--- src/rtl/casc_node_pkg.sv ---
package casc_node_pkg;

    localparam int DATA_W = 8;
    localparam int ADDR_W = 7;
    localparam int BUS_W  = DATA_W + ADDR_W;
    localparam int NREG   = 73;

    typedef enum logic [1:0] {
        POS_ALONE = 2'd0,
        POS_FIRST = 2'd1,
        POS_MID   = 2'd2,
        POS_LAST  = 2'd3
    } chain_pos_e;

    typedef struct packed {
        logic [ADDR_W-1:0] addr;
        logic [DATA_W-1:0] data;
    } xbus_t;

    function automatic logic sources_strobe(chain_pos_e p);
        return (p == POS_ALONE) || (p == POS_FIRST);
    endfunction

    function automatic logic is_mapped(logic [ADDR_W-1:0] a);
        return a <= ADDR_W'(NREG - 1);
    endfunction

endpackage

--- src/rtl/casc_fwd_stage.sv ---
module casc_fwd_stage
    import casc_node_pkg::*;
(
    input  logic  clk,
    input  logic  rst,
    input  logic  strb_src,
    input  xbus_t x_src,
    output logic  strb_q,
    output xbus_t x_q
);

    always_ff @(posedge clk) begin
        if (rst) begin
            strb_q <= 1'b0;
            x_q    <= '0;
        end else begin
            strb_q <= strb_src;
            x_q    <= x_src;
        end
    end

    assert_strb_delay_R5: assert property (@(posedge clk) disable iff (rst)
        $rose(strb_q) |-> $past(strb_src));

    assert_fwd_bus_R6: assert property (@(posedge clk) disable iff (rst)
        1'b1 |=> x_q == $past(x_src));

endmodule

--- src/rtl/casc_access_ctl.sv ---
module casc_access_ctl
    import casc_node_pkg::*;
(
    input  logic clk,
    input  logic rst,
    input  logic strb_eff,
    input  logic prog_n,
    input  logic ce_n,
    input  logic rd_wr,
    output logic wr_pulse,
    output logic rd_load
);

    logic strb_prev;
    logic selected;

    always_ff @(posedge clk) begin
        if (rst) strb_prev <= 1'b0;
        else     strb_prev <= strb_eff;
    end

    assign selected = ~prog_n & ~ce_n;
    assign wr_pulse = selected & ~rd_wr & strb_eff & ~strb_prev;
    assign rd_load  = selected & rd_wr & strb_eff;

endmodule

--- src/rtl/casc_regfile.sv ---
module casc_regfile
    import casc_node_pkg::*;
(
    input  logic              clk,
    input  logic              rst,
    input  logic              we,
    input  logic [ADDR_W-1:0] waddr,
    input  logic [DATA_W-1:0] wdata,
    input  logic [ADDR_W-1:0] raddr,
    output logic [DATA_W-1:0] rdata
);

    logic [DATA_W-1:0] mem [NREG];

    always_ff @(posedge clk) begin
        if (rst) begin
            for (int i = 0; i < NREG; i++) mem[i] <= '0;
        end else if (we && is_mapped(waddr)) begin
            mem[waddr] <= wdata;
        end
    end

    assign rdata = is_mapped(raddr) ? mem[raddr] : '0;

    assert_write_lands_R2: assert property (@(posedge clk) disable iff (rst)
        (we && is_mapped(waddr)) |=> mem[$past(waddr)] == $past(wdata));

endmodule

--- src/rtl/casc_reg_node.sv ---
module casc_reg_node
    import casc_node_pkg::*;
#(
    parameter chain_pos_e POS = POS_ALONE
) (
    input  logic              clk,
    input  logic              rst,
    input  logic [BUS_W-1:0]  x_in,
    input  logic              ce_n,
    input  logic              ds_n,
    input  logic              prog_n,
    input  logic              rd_wr,
    input  logic              strb_in,
    input  logic [DATA_W-1:0] rdat_in,
    output logic [BUS_W-1:0]  x_out,
    output logic              strb_out,
    output logic [DATA_W-1:0] rdat_out,
    output logic [DATA_W-1:0] x_dat_out,
    output logic              x_dat_oe
);

    localparam logic HEAD = sources_strobe(POS);

    xbus_t             bus_in;
    xbus_t             bus_q;
    logic              strb_eff;
    logic              wr_pulse;
    logic              rd_load;
    logic [DATA_W-1:0] rf_rdata;
    logic [DATA_W-1:0] rd_src;
    logic [DATA_W-1:0] rd_q;

    assign bus_in   = xbus_t'(x_in);
    assign strb_eff = HEAD ? ~ds_n : strb_in;
    assign rd_src   = HEAD ? '0 : rdat_in;

    casc_fwd_stage u_stage (
        .clk      (clk),
        .rst      (rst),
        .strb_src (strb_eff),
        .x_src    (bus_in),
        .strb_q   (strb_out),
        .x_q      (bus_q)
    );

    casc_access_ctl u_ctl (
        .clk      (clk),
        .rst      (rst),
        .strb_eff (strb_eff),
        .prog_n   (prog_n),
        .ce_n     (ce_n),
        .rd_wr    (rd_wr),
        .wr_pulse (wr_pulse),
        .rd_load  (rd_load)
    );

    casc_regfile u_rf (
        .clk   (clk),
        .rst   (rst),
        .we    (wr_pulse),
        .waddr (bus_in.addr),
        .wdata (bus_in.data),
        .raddr (bus_in.addr),
        .rdata (rf_rdata)
    );

    always_ff @(posedge clk) begin
        if (rst)          rd_q <= '0;
        else if (rd_load) rd_q <= rf_rdata;
        else              rd_q <= rd_src;
    end

    assign x_out     = BUS_W'(bus_q);
    assign rdat_out  = rd_q;
    assign x_dat_out = rd_q;
    assign x_dat_oe  = (POS == POS_ALONE) & ~prog_n & ~ce_n & rd_wr;

    assert_unmapped_reads_zero_R4: assert property (@(posedge clk) disable iff (rst)
        (rd_load && !is_mapped(bus_in.addr)) |=> rdat_out == '0);

endmodule

--- config.mk ---
export PLATFORM = sky130hd
export DESIGN_NAME = casc_reg_node
export DESIGN_NICKNAME = d
export VERILOG_FILES = /design/src/rtl/casc_node_pkg.sv /design/src/rtl/casc_fwd_stage.sv /design/src/rtl/casc_access_ctl.sv /design/src/rtl/casc_regfile.sv /design/src/rtl/casc_reg_node.sv
export SDC_FILE = /design/constraint.sdc
export NUM_CORES = 1
export LEC_CHECK = 0
export BUFFER_PORTS_ARGS = -buffer_cell sky130_fd_sc_hd__buf_2
export CORE_AREA = 2 2 309 311
export DETAILED_ROUTE_END_ITERATION = 10
export DIE_AREA = 0 0 311 313
export MAX_ROUTING_LAYER = met4
export PLACE_DENSITY = 0.63
export RECOVER_POWER = 50
export SYNTH_ARGS = -nofsm -noshare
export SYNTH_HDL_FRONTEND = slang
export SYNTH_SLANG_ARGS = --single-unit
--- constraint.sdc ---
create_clock -name clk -period 2.4 [get_ports clk]
set_input_delay 0.12 -clock clk [delete_from_list [all_inputs] [get_ports clk]]
set_output_delay 0.12 -clock clk [all_outputs]
set_load 0.05 [all_outputs]
==> summary.md, run 1 <==
The flow ran to the end, but the final reports show violations. The final reports fail on capacitance limit, slew limit. Predominant post-synthesis flop cell: sky130_fd_sc_hd__edfxtp_1. Largest area contributor in the synthesized netlist: sky130_fd_sc_hd__edfxtp_1. The run gives 0 as the remaining global-route overflow. For the pin with the worst max-slew slack, the measured transition is 2.80 ns. Before CTS, the worst setup slack after placement is -0.225 ns. The proportion of netlist area held by the largest area contributor was 0.687; the number of antenna violations at the first check in global routing was 7. The placed standard-cell area is 50100 µm². The hold violation count in the final report came out at 0. For this run, the number of Yosys warnings is 0. The maximum buffer depth of the clock tree is 3, and the worst hold margin is 0.124 ns.

In the routed design, unresolved DRC markers number 0. Across all setup checks in the final design, the least slack found is 0.0726 ns. The fraction of final layout cells with drive strength greater than 1 is 0.128. In this run the worst path has a maximum fanout of 9. TritonCTS created 108 clock buffers. Data on the critical path is required at its endpoint by 2.94 ns. Averaged over all synthesized cells, the footprint is 14.9 µm². At the end of the flow, the number of nets in the layout was 3705. The run gives 26.5k as the routed via count. The critical path endpoint category was a flop. Count of state elements after synthesis: 1048.

The tools report the number of standard cells after synthesis as 2997. The clock period could shrink to 2.33 ns. Type of origin of the critical path: a flop. After routing the design area is 53300 µm². The routed via count divided by cell count came out at 5.26. Clock-pin slew was measured on the worst setup and hold paths at 0.06 ns. Worst clock skew: 0.0216 ns. The tools report the number of global-route vias before repair as 27.3k. The area overhead of the layout relative to synthesis is 19.0%. The clock tree root buffer cell was sky130_fd_sc_hd__clkbuf_16.

The total iterations of the first detailed-routing run is 5, and the total of max-cap violations is 1. The number of buffer cells added on primary ports works out to 53. The initial detailed-routing violation count was 2101. After detailed routing, the average wire length per cell comes to 21.3 µm. For the worst setup path, the data arrival time is 2.86 ns. The vertical extent of the die is 313 µm, and the final count of negative-setup-slack endpoints is 0. The clock reaches the later pin of the worst-skew pair after 0.69 ns. Final max-slew violation count: 130.

Routability-driven placement finished with a final weighted congestion of 0.839. Fill cells in the final layout number 7630. Wires add up to 107 mm. The floorplan step defined a core boundary enclosing 94200 µm². The number of distinct library cell variants in the gate-level netlist after synthesis is 37. Dividing total power by cell area gives a power density of 750 nW/µm². Setup repair after global routing left no endpoint under its margin.

The global-route wire length before repair is 161 mm. Leaving out fill and tap cells, the most frequent cell in the layout is sky130_fd_sc_hd__edfxtp_1. The floorplan has 113 rows. The cell area that synthesis handed to floorplanning was 44800 µm².

The logs give 97300 µm² for the die area and 0.697 for the sequential-to-total area share from yosys stat. By area the synthesized netlist is led by sky130_fd_sc_hd__edfxtp_1, sky130_fd_sc_hd__mux2i_1, sky130_fd_sc_hd__and2_1, sky130_fd_sc_hd__o22ai_1, sky130_fd_sc_hd__o21ai_0. The worst setup path is of the reg -> reg kind. The worst-case IR drop observed on VDD is 0.000575 V. The run gives 20.8 nW as the leakage power total. The tools report the I/O pin count as 63. The async set or reset register ratio after synthesis is 0, and the initial core utilization is 0.476.

The largest net degree at the start of global routing is 130. The detail route stage leaves a number of antenna-violating nets equal to 0. The library cells used most frequently in the layout, excluding fill and tap cells, are sky130_fd_sc_hd__edfxtp_1, sky130_fd_sc_hd__mux2i_1, sky130_fd_sc_hd__and2_1. The number of enable flip-flop cells after synthesis is 1024. The final sum of negative setup slack was 0 ns; the chip width was 311 µm. The worst hold path class is in -> reg. The H-tree was split into 3 levels.

Detailed placement ended at an HPWL of 67.6 mm. The clock drives 1048 sinks. The period utilization was 0.970; the aggregate global-route resource usage was 0.226. TritonCTS built the clock tree.

The run gives -0.866 as the headroom to the max-slew limit. Based on the critical path, the design can be clocked at up to 430 MHz. In this run the register-to-register setup slack is 0.07 ns.
worst max-delay path, stage by stage (launching register included):
cell and delay [ns]:
sky130_fd_sc_hd__dfxtp_1 0.31, sky130_fd_sc_hd__or4_4 0.47, sky130_fd_sc_hd__nor4_4 0.21, sky130_fd_sc_hd__nand4_2 0.13, sky130_fd_sc_hd__buf_2 0.33, sky130_fd_sc_hd__nor2_1 0.24
sky130_fd_sc_hd__clkbuf_1 0.30, sky130_fd_sc_hd__and2_1 0.19
per-layer routing:
| layer | vias to the layer above | GRT usage | part of all wire |
|---|---|---|---|
| li1 | 12200 | - | - |
| met1 | 13300 | 0.294 | 0.43 |
| met2 | 774 | 0.368 | 0.49 |
| met3 | 194 | 0.0322 | 0.060 |
| met4 | 0 | 0.0720 | 0.026 |
| met5 | - | - | 0 |
power by group:
part | internal, W | switching [W]
clock network | 0.00926 | 0.00682
logic | 0.000920 | 0.00172
registers | 0.0210 | 0.000236
layout make-up:
type / count / area (µm²) / share of cell area
sequential: 1048 / 31200 / 0.586
multi-input combinational: 2170 / 14300 / 0.268
clock buffer: 160 / 3140 / 0.0590
timing repair buffer: 346 / 2770 / 0.0520
tap: 1265 / 1580 / 0.0297
clock inverter: 44 / 287 / 0.00538
antenna: 3 / 7.51 / 0.000141
inverter: 1 / 3.75 / 0.0000704
synthesized netlist by cell type, types with 2 or more instances:
library cell / number
sky130_fd_sc_hd__nor2_1: 60
sky130_fd_sc_hd__edfxtp_1: 1024
sky130_fd_sc_hd__and2_1: 584
sky130_fd_sc_hd__mux2i_1: 512
sky130_fd_sc_hd__dfxtp_1: 24
sky130_fd_sc_hd__o22ai_1: 256
sky130_fd_sc_hd__o21ai_0: 129
sky130_fd_sc_hd__clkbuf_1: 135
sky130_fd_sc_hd__a41oi_1: 32
sky130_fd_sc_hd__nand2b_1: 4
sky130_fd_sc_hd__nor2_2: 9
sky130_fd_sc_hd__nor2_4: 9
sky130_fd_sc_hd__buf_4: 8
sky130_fd_sc_hd__buf_2: 59
sky130_fd_sc_hd__buf_1: 15
sky130_fd_sc_hd__nand2_1: 11
sky130_fd_sc_hd__nand2_2: 3
sky130_fd_sc_hd__or2_2: 75
sky130_fd_sc_hd__nor2b_1: 20
sky130_fd_sc_hd__o31ai_1: 2
sky130_fd_sc_hd__o41a_1: 8
sky130_fd_sc_hd__nand3_1: 3
metrics by stage:
step	total power [W]	instances	utilization
after global routing	0.0412	5036	0.566
after detailed placement	0.0242	4805	0.532
after global placement	0.0241	4805	0.532
after floorplan	0.0231	3436	-
after CTS	0.0403	5033	0.571
final	0.0400	5037	0.566
repair_timing:
item                                    in CTS  in global routing
hold endpoints to repair                    81                  0
hold buffers                                24                  0
endpoints found under the setup margin       0                  9
resized for setup                            0                  1
buffers inserted                             0                  1
final timing paths:
| path | startpoint | to | depth (start not counted) |
|---|---|---|---|
| setup / recovery | u_ctl.strb_prev | u_rf.mem[70][7] | 7 |
| hold / removal | x_in[8] | u_stage.x_q[8] | 4 |
| setup reg to reg | u_ctl.strb_prev | u_rf.mem[70][7] | 7 |
| hold reg to reg | u_rf.mem[77][2] | rdat_out[2] | 5 |
cells by family after synthesis:
logic type	count (synthesis)	share of synthesized area
muxes	512	0.114
AOI/OAI and AO/OA	430	0.0593
and+or+nand+nor	788	0.108
buffers and inverters	218	0.0206
DFF	1048	0.697
other	1	0.0000837
registers in the layout (all words and copies together), names as in the netlist:
| signal | cells |
|---|---|
| u_ctl.strb_prev | 1 |
| u_rf.mem | 1024 |
| u_stage.x_q | 15 |
| rdat_out | 8 |
Power figures use the tool's default switching activity.
==> run 2: changes to the inputs <==
--- a/config.mk
+++ b/config.mk
@@ -10,7 +10,7 @@
 export DETAILED_ROUTE_END_ITERATION = 10
 export DIE_AREA = 0 0 311 313
 export MAX_ROUTING_LAYER = met4
-export PLACE_DENSITY = 0.63
+export PLACE_DENSITY = 0.65
 export RECOVER_POWER = 50
 export SYNTH_ARGS = -nofsm -noshare
 export SYNTH_HDL_FRONTEND = slang
==> run 2 against run 1 <==
  * The run still ends with capacitance limit, slew limit left
  * Largest power group unchanged
  * Clock skew up 0.0066 ns
  * Sequential share of layout area down 0.39 points
  * Worst hold slack better by 0.011 ns
==> summary.md, run 2 (synthesis gave the netlist of run 1 again) <==
The initialized floorplan defines 113 standard-cell rows. Counting I/O delays and the setup requirement, the final critical path takes 2.31 ns. Excluding fillers, the count of instances in the completed layout stands at 5032. For the initial core utilization, the log shows 0.476. The final cell utilization of the core is 0.570. The cell seen most often among critical-path stages was sky130_fd_sc_hd__buf_4. The library cells used most frequently in the layout, excluding fill and tap cells, are sky130_fd_sc_hd__edfxtp_1, sky130_fd_sc_hd__mux2i_1, sky130_fd_sc_hd__and2_1. For the worst clock skew, the log shows 0.0282 ns. The detail route stage leaves a number of antenna-violating nets equal to 0.

The run gives 433 MHz as the maximum operating frequency. The routed via count divided by cell count came out at 5.12. IR analysis of the VDD net gives a maximum drop of 0.000635 V. The number of instances on the worst hold path is 5, and the largest fanout on the critical path is 9. Maximum level of the CTS H-tree: 3. STA puts the critical path data arrival time at 2.85 ns.

The checks that failed: capacitance limit, slew limit. The core region is 94200 µm². The power density over cell area was 754 nW/µm²; the number of buffers created by CTS was 107.

The depth of the worst register-to-register path is 8, and the transition time at the pin with the least slew margin is 1.93 ns. The vertical extent of the die is 313 µm, and the flip-flop count of the largest register after layout is 1024. Across all register-to-register paths, the minimum setup slack is 0.09 ns. Counting tap cells, the placed design contains a total of 4814 instances.

In the routed design, unresolved DRC markers number 0. Setup violations remaining at the end of the flow were counted as 0. Setup repair after global routing left no endpoint under its margin. Clock-pin slew was measured on the worst setup and hold paths at 0.06 ns.

The aggregate global-route resource usage is 0.215, and the chip width is 311 µm. The type of origin of the critical path was a flop. The tools report the maximum buffer depth of the clock tree as 3.

The register with the most flip-flops in the final layout is u_rf.mem. After detailed routing, the total wire length is 102 mm. The largest single stage delay on the critical path is 0.46 ns. Leaving out fill and tap cells, the most frequent cell in the layout is sky130_fd_sc_hd__edfxtp_1.

The run gives 25.6k as the number of global-route vias before repair. The tool flagged a number of max-cap violations equal to 3. The first global-routing pass estimated 153 mm of wire. The critical path goes through or4_4, nor4b_2, buf_4, nand2_1, buf_4, nor2_1, clkbuf_1, and2_0.

After clock tree synthesis, the setup repair step added 0 buffers. Detailed placement ended at an HPWL of 64.8 mm. For the headroom to the max-slew limit, the log shows -0.290.

The tools report the hold violation count in the final report as 0. The min-delay analysis places its worst path in the category in -> reg. In this run, the number of DRC markers left after iteration 0 of detailed routing was 2017.

The largest net degree at the start of global routing came out at 70. The run finished, with violations left. The area overhead of the layout relative to synthesis came out at 19.8%.

The fraction of final layout cells with drive strength greater than 1 is 0.127, and the die area is 97300 µm². At the end of routability-driven placement, the weighted congestion stood at 0.828. Prior to clock tree synthesis, the placed netlist has a worst setup slack of -0.352 ns.

In the final routed layout, each cell accounts on average for 20.2 µm. The total number of clock tree sinks is 1048. Clock latency on the worst-skew pair, taken at its later pin, is 0.69 ns.

63 I/O pins were placed. The leakage power total was 20.9 nW. Data on the critical path is required at its endpoint by 2.94 ns. Number of antenna violations at the first check in global routing: 3.

The routed via count is 25.8k. The logs give 0.0901 ns for the worst setup margin and 0 for the remaining global-route overflow. After detailed placement, the total cell area comes to 50400 µm². Highest-delay cell along the critical path: sky130_fd_sc_hd__or4_4. TritonCTS built the clock tree.

On the final layout, the worst hold slack is 0.135 ns. The tools report the clock tree root buffer cell as sky130_fd_sc_hd__clkbuf_16. In the final design database the tool counted 3704 nets. The final max-slew violation count came out at 144.

The classification of the worst setup path is reg -> reg. The worst setup path is captured at a flop. Period utilization: 0.962. During placement, the flow inserted port buffers numbering 53. The first detailed-routing pass took 5 iterations. After routing the design area is 53700 µm².
run 2: cell count changes in the layout (fill, tap and decap cells not counted), moves of 5 or more:
cell                            before  now
sky130_fd_sc_hd__buf_12             39   66
sky130_fd_sc_hd__and2_0            133  117
sky130_fd_sc_hd__and2_1            451  467
sky130_fd_sc_hd__buf_4             166  152
sky130_fd_sc_hd__clkbuf_8           14    0
sky130_fd_sc_hd__clkbuf_2           16    5
sky130_fd_sc_hd__bufinv_16           2   12
sky130_fd_sc_hd__clkinv_1           18   27
sky130_fd_sc_hd__dlygate4sd3_1      24   16
sky130_fd_sc_hd__nor2_2              1    7
sky130_fd_sc_hd__clkinvlp_4          0    5
run 2: worst paths after layout:
check	from	end
worst min register to register	u_rf.mem[103][6]	rdat_out[6]
worst max register to register	u_ctl.strb_prev	u_rf.mem[59][6]
worst max-delay path	u_ctl.strb_prev	u_rf.mem[59][6]
worst min-delay path	ce_n	rdat_out[3]
run 2: layer usage:
layer,track usage,share of wire,vias to the layer above
met3,0.0359,0.060,168
met2,0.341,0.47,667
met5,-,0,-
met1,0.284,0.44,12700
li1,-,-,12200
met4,0.0729,0.029,0
run 2: worst max-delay path: cells and delay by family (launching register included):
kind	cells	cell delay [ns]
flops	1	0.32
buf+inv	3	0.72
simple gates	5	1.12
run 2: through the flow:
stage | total power [W] | setup TNS (ns)
floorplan | 0.0231 | 0
global placement | 0.0242 | -0.695
detailed placement | 0.0243 | -0.654
CTS | 0.0408 | 0
global route | 0.0418 | 0
finish | 0.0405 | 0
run 2: cell type report:
| class | instances | area (µm²) |
|---|---|---|
| clock inverters | 66 | 687 |
| well taps | 1265 | 1580 |
| flip-flops and latches | 1048 | 31200 |
| repair buffers | 346 | 3090 |
| multi-input cells | 2170 | 14200 |
| fillers | 7636 | 40500 |
| inverters | 1 | 3.75 |
| diodes | 1 | 2.50 |
| clock buffers | 135 | 2830 |
run 2: report_power, final:
| group | switching, W | internal (W) | total, W |
|---|---|---|---|
| combinational | 0.00170 | 0.000973 | 0.00267 |
| clock | 0.00694 | 0.00965 | 0.0166 |
| sequential | 0.000225 | 0.0210 | 0.0212 |
run 2: timing repair:
action,CTS,global route
endpoints found under the setup margin,0,2
hold buffers,16,0
endpoints found under the hold margin,148,0
gates resized for setup,0,3
==> run 3: changes to the inputs <==
--- a/config.mk
+++ b/config.mk
@@ -12,6 +12,7 @@
 export MAX_ROUTING_LAYER = met4
 export PLACE_DENSITY = 0.65
 export RECOVER_POWER = 50
+export SETUP_SLACK_MARGIN = 0.3
 export SYNTH_ARGS = -nofsm -noshare
 export SYNTH_HDL_FRONTEND = slang
 export SYNTH_SLANG_ARGS = --single-unit
==> run 3 against run 2 <==
  * The run still ends with capacitance limit, slew limit left
  * Largest power group unchanged
  * Worst hold slack worse by 0.029 ns
  * Highest routed layer unchanged
  * First-iteration DRC count is 2.4% higher
  * Cell area is 0.48% higher
  * Critical path type unchanged
  * Largest cell class unchanged
==> summary.md, run 3 (synthesis gave the netlist of run 1 again) <==
Summed over all layers, the global routing overflow is 0. Source of the worst hold timing path: prog_n. For this block, the initial DRC count from the detailed router was 2065. The number of antenna violations at the first check in global routing was 2.

The worst setup path is of the reg -> reg kind. The area of all placed cells without fillers was 53900 µm²; the required time of the critical path was 2.95 ns. Counting instances, the worst hold path has a depth of 5. Critical path endpoint category: a flop. Entering global routing, the biggest net connects 89 pins. The logs give 0 for the final routed DRC violation total and 5.94 mm for the routed length on met3. For this design the static power due to leakage is 20.9 nW.

Of all nets on the critical path, the largest fanout is 9. The checks that failed: capacitance limit, slew limit. The run gives 26.5k as the number of global-route vias before repair. The fraction of final layout cells with drive strength greater than 1 is 0.145, and the number of routed nets with antenna violations is 0.

For the final count of negative-setup-slack endpoints, the log shows 0. The type of origin of the critical path is a flop. The run gives 5 as the total iterations of the first detailed-routing run. The final max-slew violation count came out at 122.

The flip-flop count of the largest register after layout came out at 1024. For this design the top-level I/O count stands at 63. The run finished, with violations left. The power density over cell area was 742 nW/µm².

At the pin with the least slew margin, the transition time is 2.18 ns. After detailed routing, the met2 layer carries 49.8 mm of wire. The maximum ir drop on the vdd rail came out at 0.000606 V. Cell family contributing the most delay on the critical path: simple AND/OR/NAND/NOR gates.

Core region area: 94200 µm². The most frequent standard cell in the layout excluding fill and tap cells is sky130_fd_sc_hd__edfxtp_1. Signal routing reaches up to met4. The run gives 113 as the site row count.

The logs give 0.0349 ns for the worst clock skew and 0.218 for the aggregate global-route resource usage. The path with the worst hold slack has its endpoint at rdat_out[5]. In the final routed layout, each cell accounts on average for 20.6 µm. Counting every sink on the clock net gives 1048. The floorplan step set the die height to 313 µm.

The initial core utilization is 0.476, and the final cell utilization of the core is 0.573. The tool flagged a number of max-cap violations equal to 2. The number of clock buffers added by TritonCTS is 106. The later pin in the worst-skew pair is clocked with a latency of 0.70 ns. Launch point of the worst reg-to-reg path: u_ctl.strb_prev. The die area was 97300 µm²; the depth of the worst register-to-register path was 8. Setup repair after global routing could not meet its margin everywhere.

The run gives 2.78 ns as the data arrival time of the worst path. Stage delay of the slowest cell on the critical path: 0.46 ns. In the layout the commonest cells are sky130_fd_sc_hd__edfxtp_1, sky130_fd_sc_hd__mux2i_1, sky130_fd_sc_hd__and2_1. TritonCTS built the clock tree. The die is 311 µm wide. The worst register-to-register path ends at u_rf.mem[49][3]. Walking the worst path, the cells encountered are or4_4, nor4b_4, buf_6, nand2_2, buf_12, nor2_1, clkbuf_1, and2_1. The clock transition at the registers of the reported paths was 0.07 ns. The number of buffer cells added on primary ports came out at 53.

The total number of nets in the final design was 3703. The area overhead of the layout relative to synthesis came out at 20.4%. Ranked by flip-flop count, first place goes to u_rf.mem.

The clock passes through at most 3 buffers. At the end of routability-driven placement, the weighted congestion stood at 0.820. The total wirelength of the detailed-routed design is 103 mm, and the wire length on met1 is 45.0 mm. Period utilization: 0.929. The clock period minus worst slack is 2.23 ns.

The maximum level of the CTS H-tree came out at 3. The number of buffers and inverters on the critical path is 3. Summing all placed instances gives a cell area of 50300 µm².

The routed via count is 26.1k. The maximum operating frequency came out at 449 MHz. The worst hold path class is in -> reg. The global-route wire length before repair came out at 155 mm. The tightest hold path in the finished design has a slack of 0.106 ns. Detailed placement finished with a half-perimeter wire length of 65.3 mm.

The worst register-to-register path has a setup slack of 0.17 ns. The tools report the hold violation count in the final report as 0. The routed via count divided by cell count was 5.19. CTS placed an instance of sky130_fd_sc_hd__clkbuf_16 at the clock tree root. The headroom to the max-slew limit was -0.456.

On the critical path, the stage with the largest delay is an instance of sky130_fd_sc_hd__or4_4.
==> run 3: worst max-delay path by stage <==
stage,from,to,cells past startpoint,slack [ns]
6_report,u_ctl.strb_prev,u_rf.mem[49][3],8,0.17
5_1_grt,u_ctl.strb_prev,u_rf.mem[0][1],8,0.08
4_1_cts,u_ctl.strb_prev,u_rf.mem[3][0],7,0.22
3_5_place_dp,x_in[8],rdat_out[2],9,-0.1
3_3_place_gp,x_in[8],rdat_out[2],9,-0.07
2_1_floorplan,u_ctl.strb_prev,u_rf.mem[23][0],5,0.14
==> run 3: metrics by stage <==
stage / power, W / TNS [ns] / instances / setup WS [ns]
5_1_grt: 0.0413 / 0 / 5025 / 0.0781
2_1_floorplan: 0.0231 / 0 / 3436 / 0.137
3_5_place_dp: 0.0243 / -0.330 / 4806 / -0.0965
3_3_place_gp: 0.0242 / -0.198 / 4806 / -0.0673
4_1_cts: 0.0403 / 0 / 5021 / 0.222
6_report: 0.0400 / 0 / 5025 / 0.171
==> run 3: repair_timing <==
| action | in CTS | in global routing |
|---|---|---|
| setup endpoints to repair | 785 | 1067 |
| gates cloned | 0 | 1 |
| hold buffers | 16 | 0 |
| gates resized for setup | 67 | 65 |
| endpoints found under the hold margin | 65 | 0 |
| setup buffers | 6 | 1 |
| pin swaps | 6 | 3 |
==> run 3: final cells by class <==
cell class / instances / area, µm²
Antenna cell: 2 / 5.00
Inverter: 1 / 3.75
Tap cell: 1265 / 1580
Sequential cell: 1048 / 31200
Multi-Input combinational cell: 2170 / 14600
Clock buffer: 154 / 3040
Timing Repair Buffer: 346 / 3080
Fill cell: 7635 / 40200
Clock inverter: 39 / 353
==> run 3: worst min-delay path: cells and delay by family <==
family,cells,cell delay (ns)
AO/OA/AOI/OAI,1,0.13
AND/OR/NAND/NOR,2,0.23
buffers and inverters,2,0.29
==> run 3: power by group <==
| part | internal (W) | total, W | leakage (nW) | switching (W) |
|---|---|---|---|---|
| Sequential | 0.0210 | 0.0212 | 10.8 | 0.000226 |
| Combinational | 0.000981 | 0.00271 | 8.50 | 0.00172 |
| Clock | 0.00921 | 0.0161 | 1.66 | 0.00685 |
==> run 3: routing by layer <==
layer | vias up | global-route usage
li1 | 12200 | -
met1 | 13100 | 0.285
met2 | 657 | 0.351
met3 | 163 | 0.0376
met4 | 0 | 0.0691
met5 | - | -
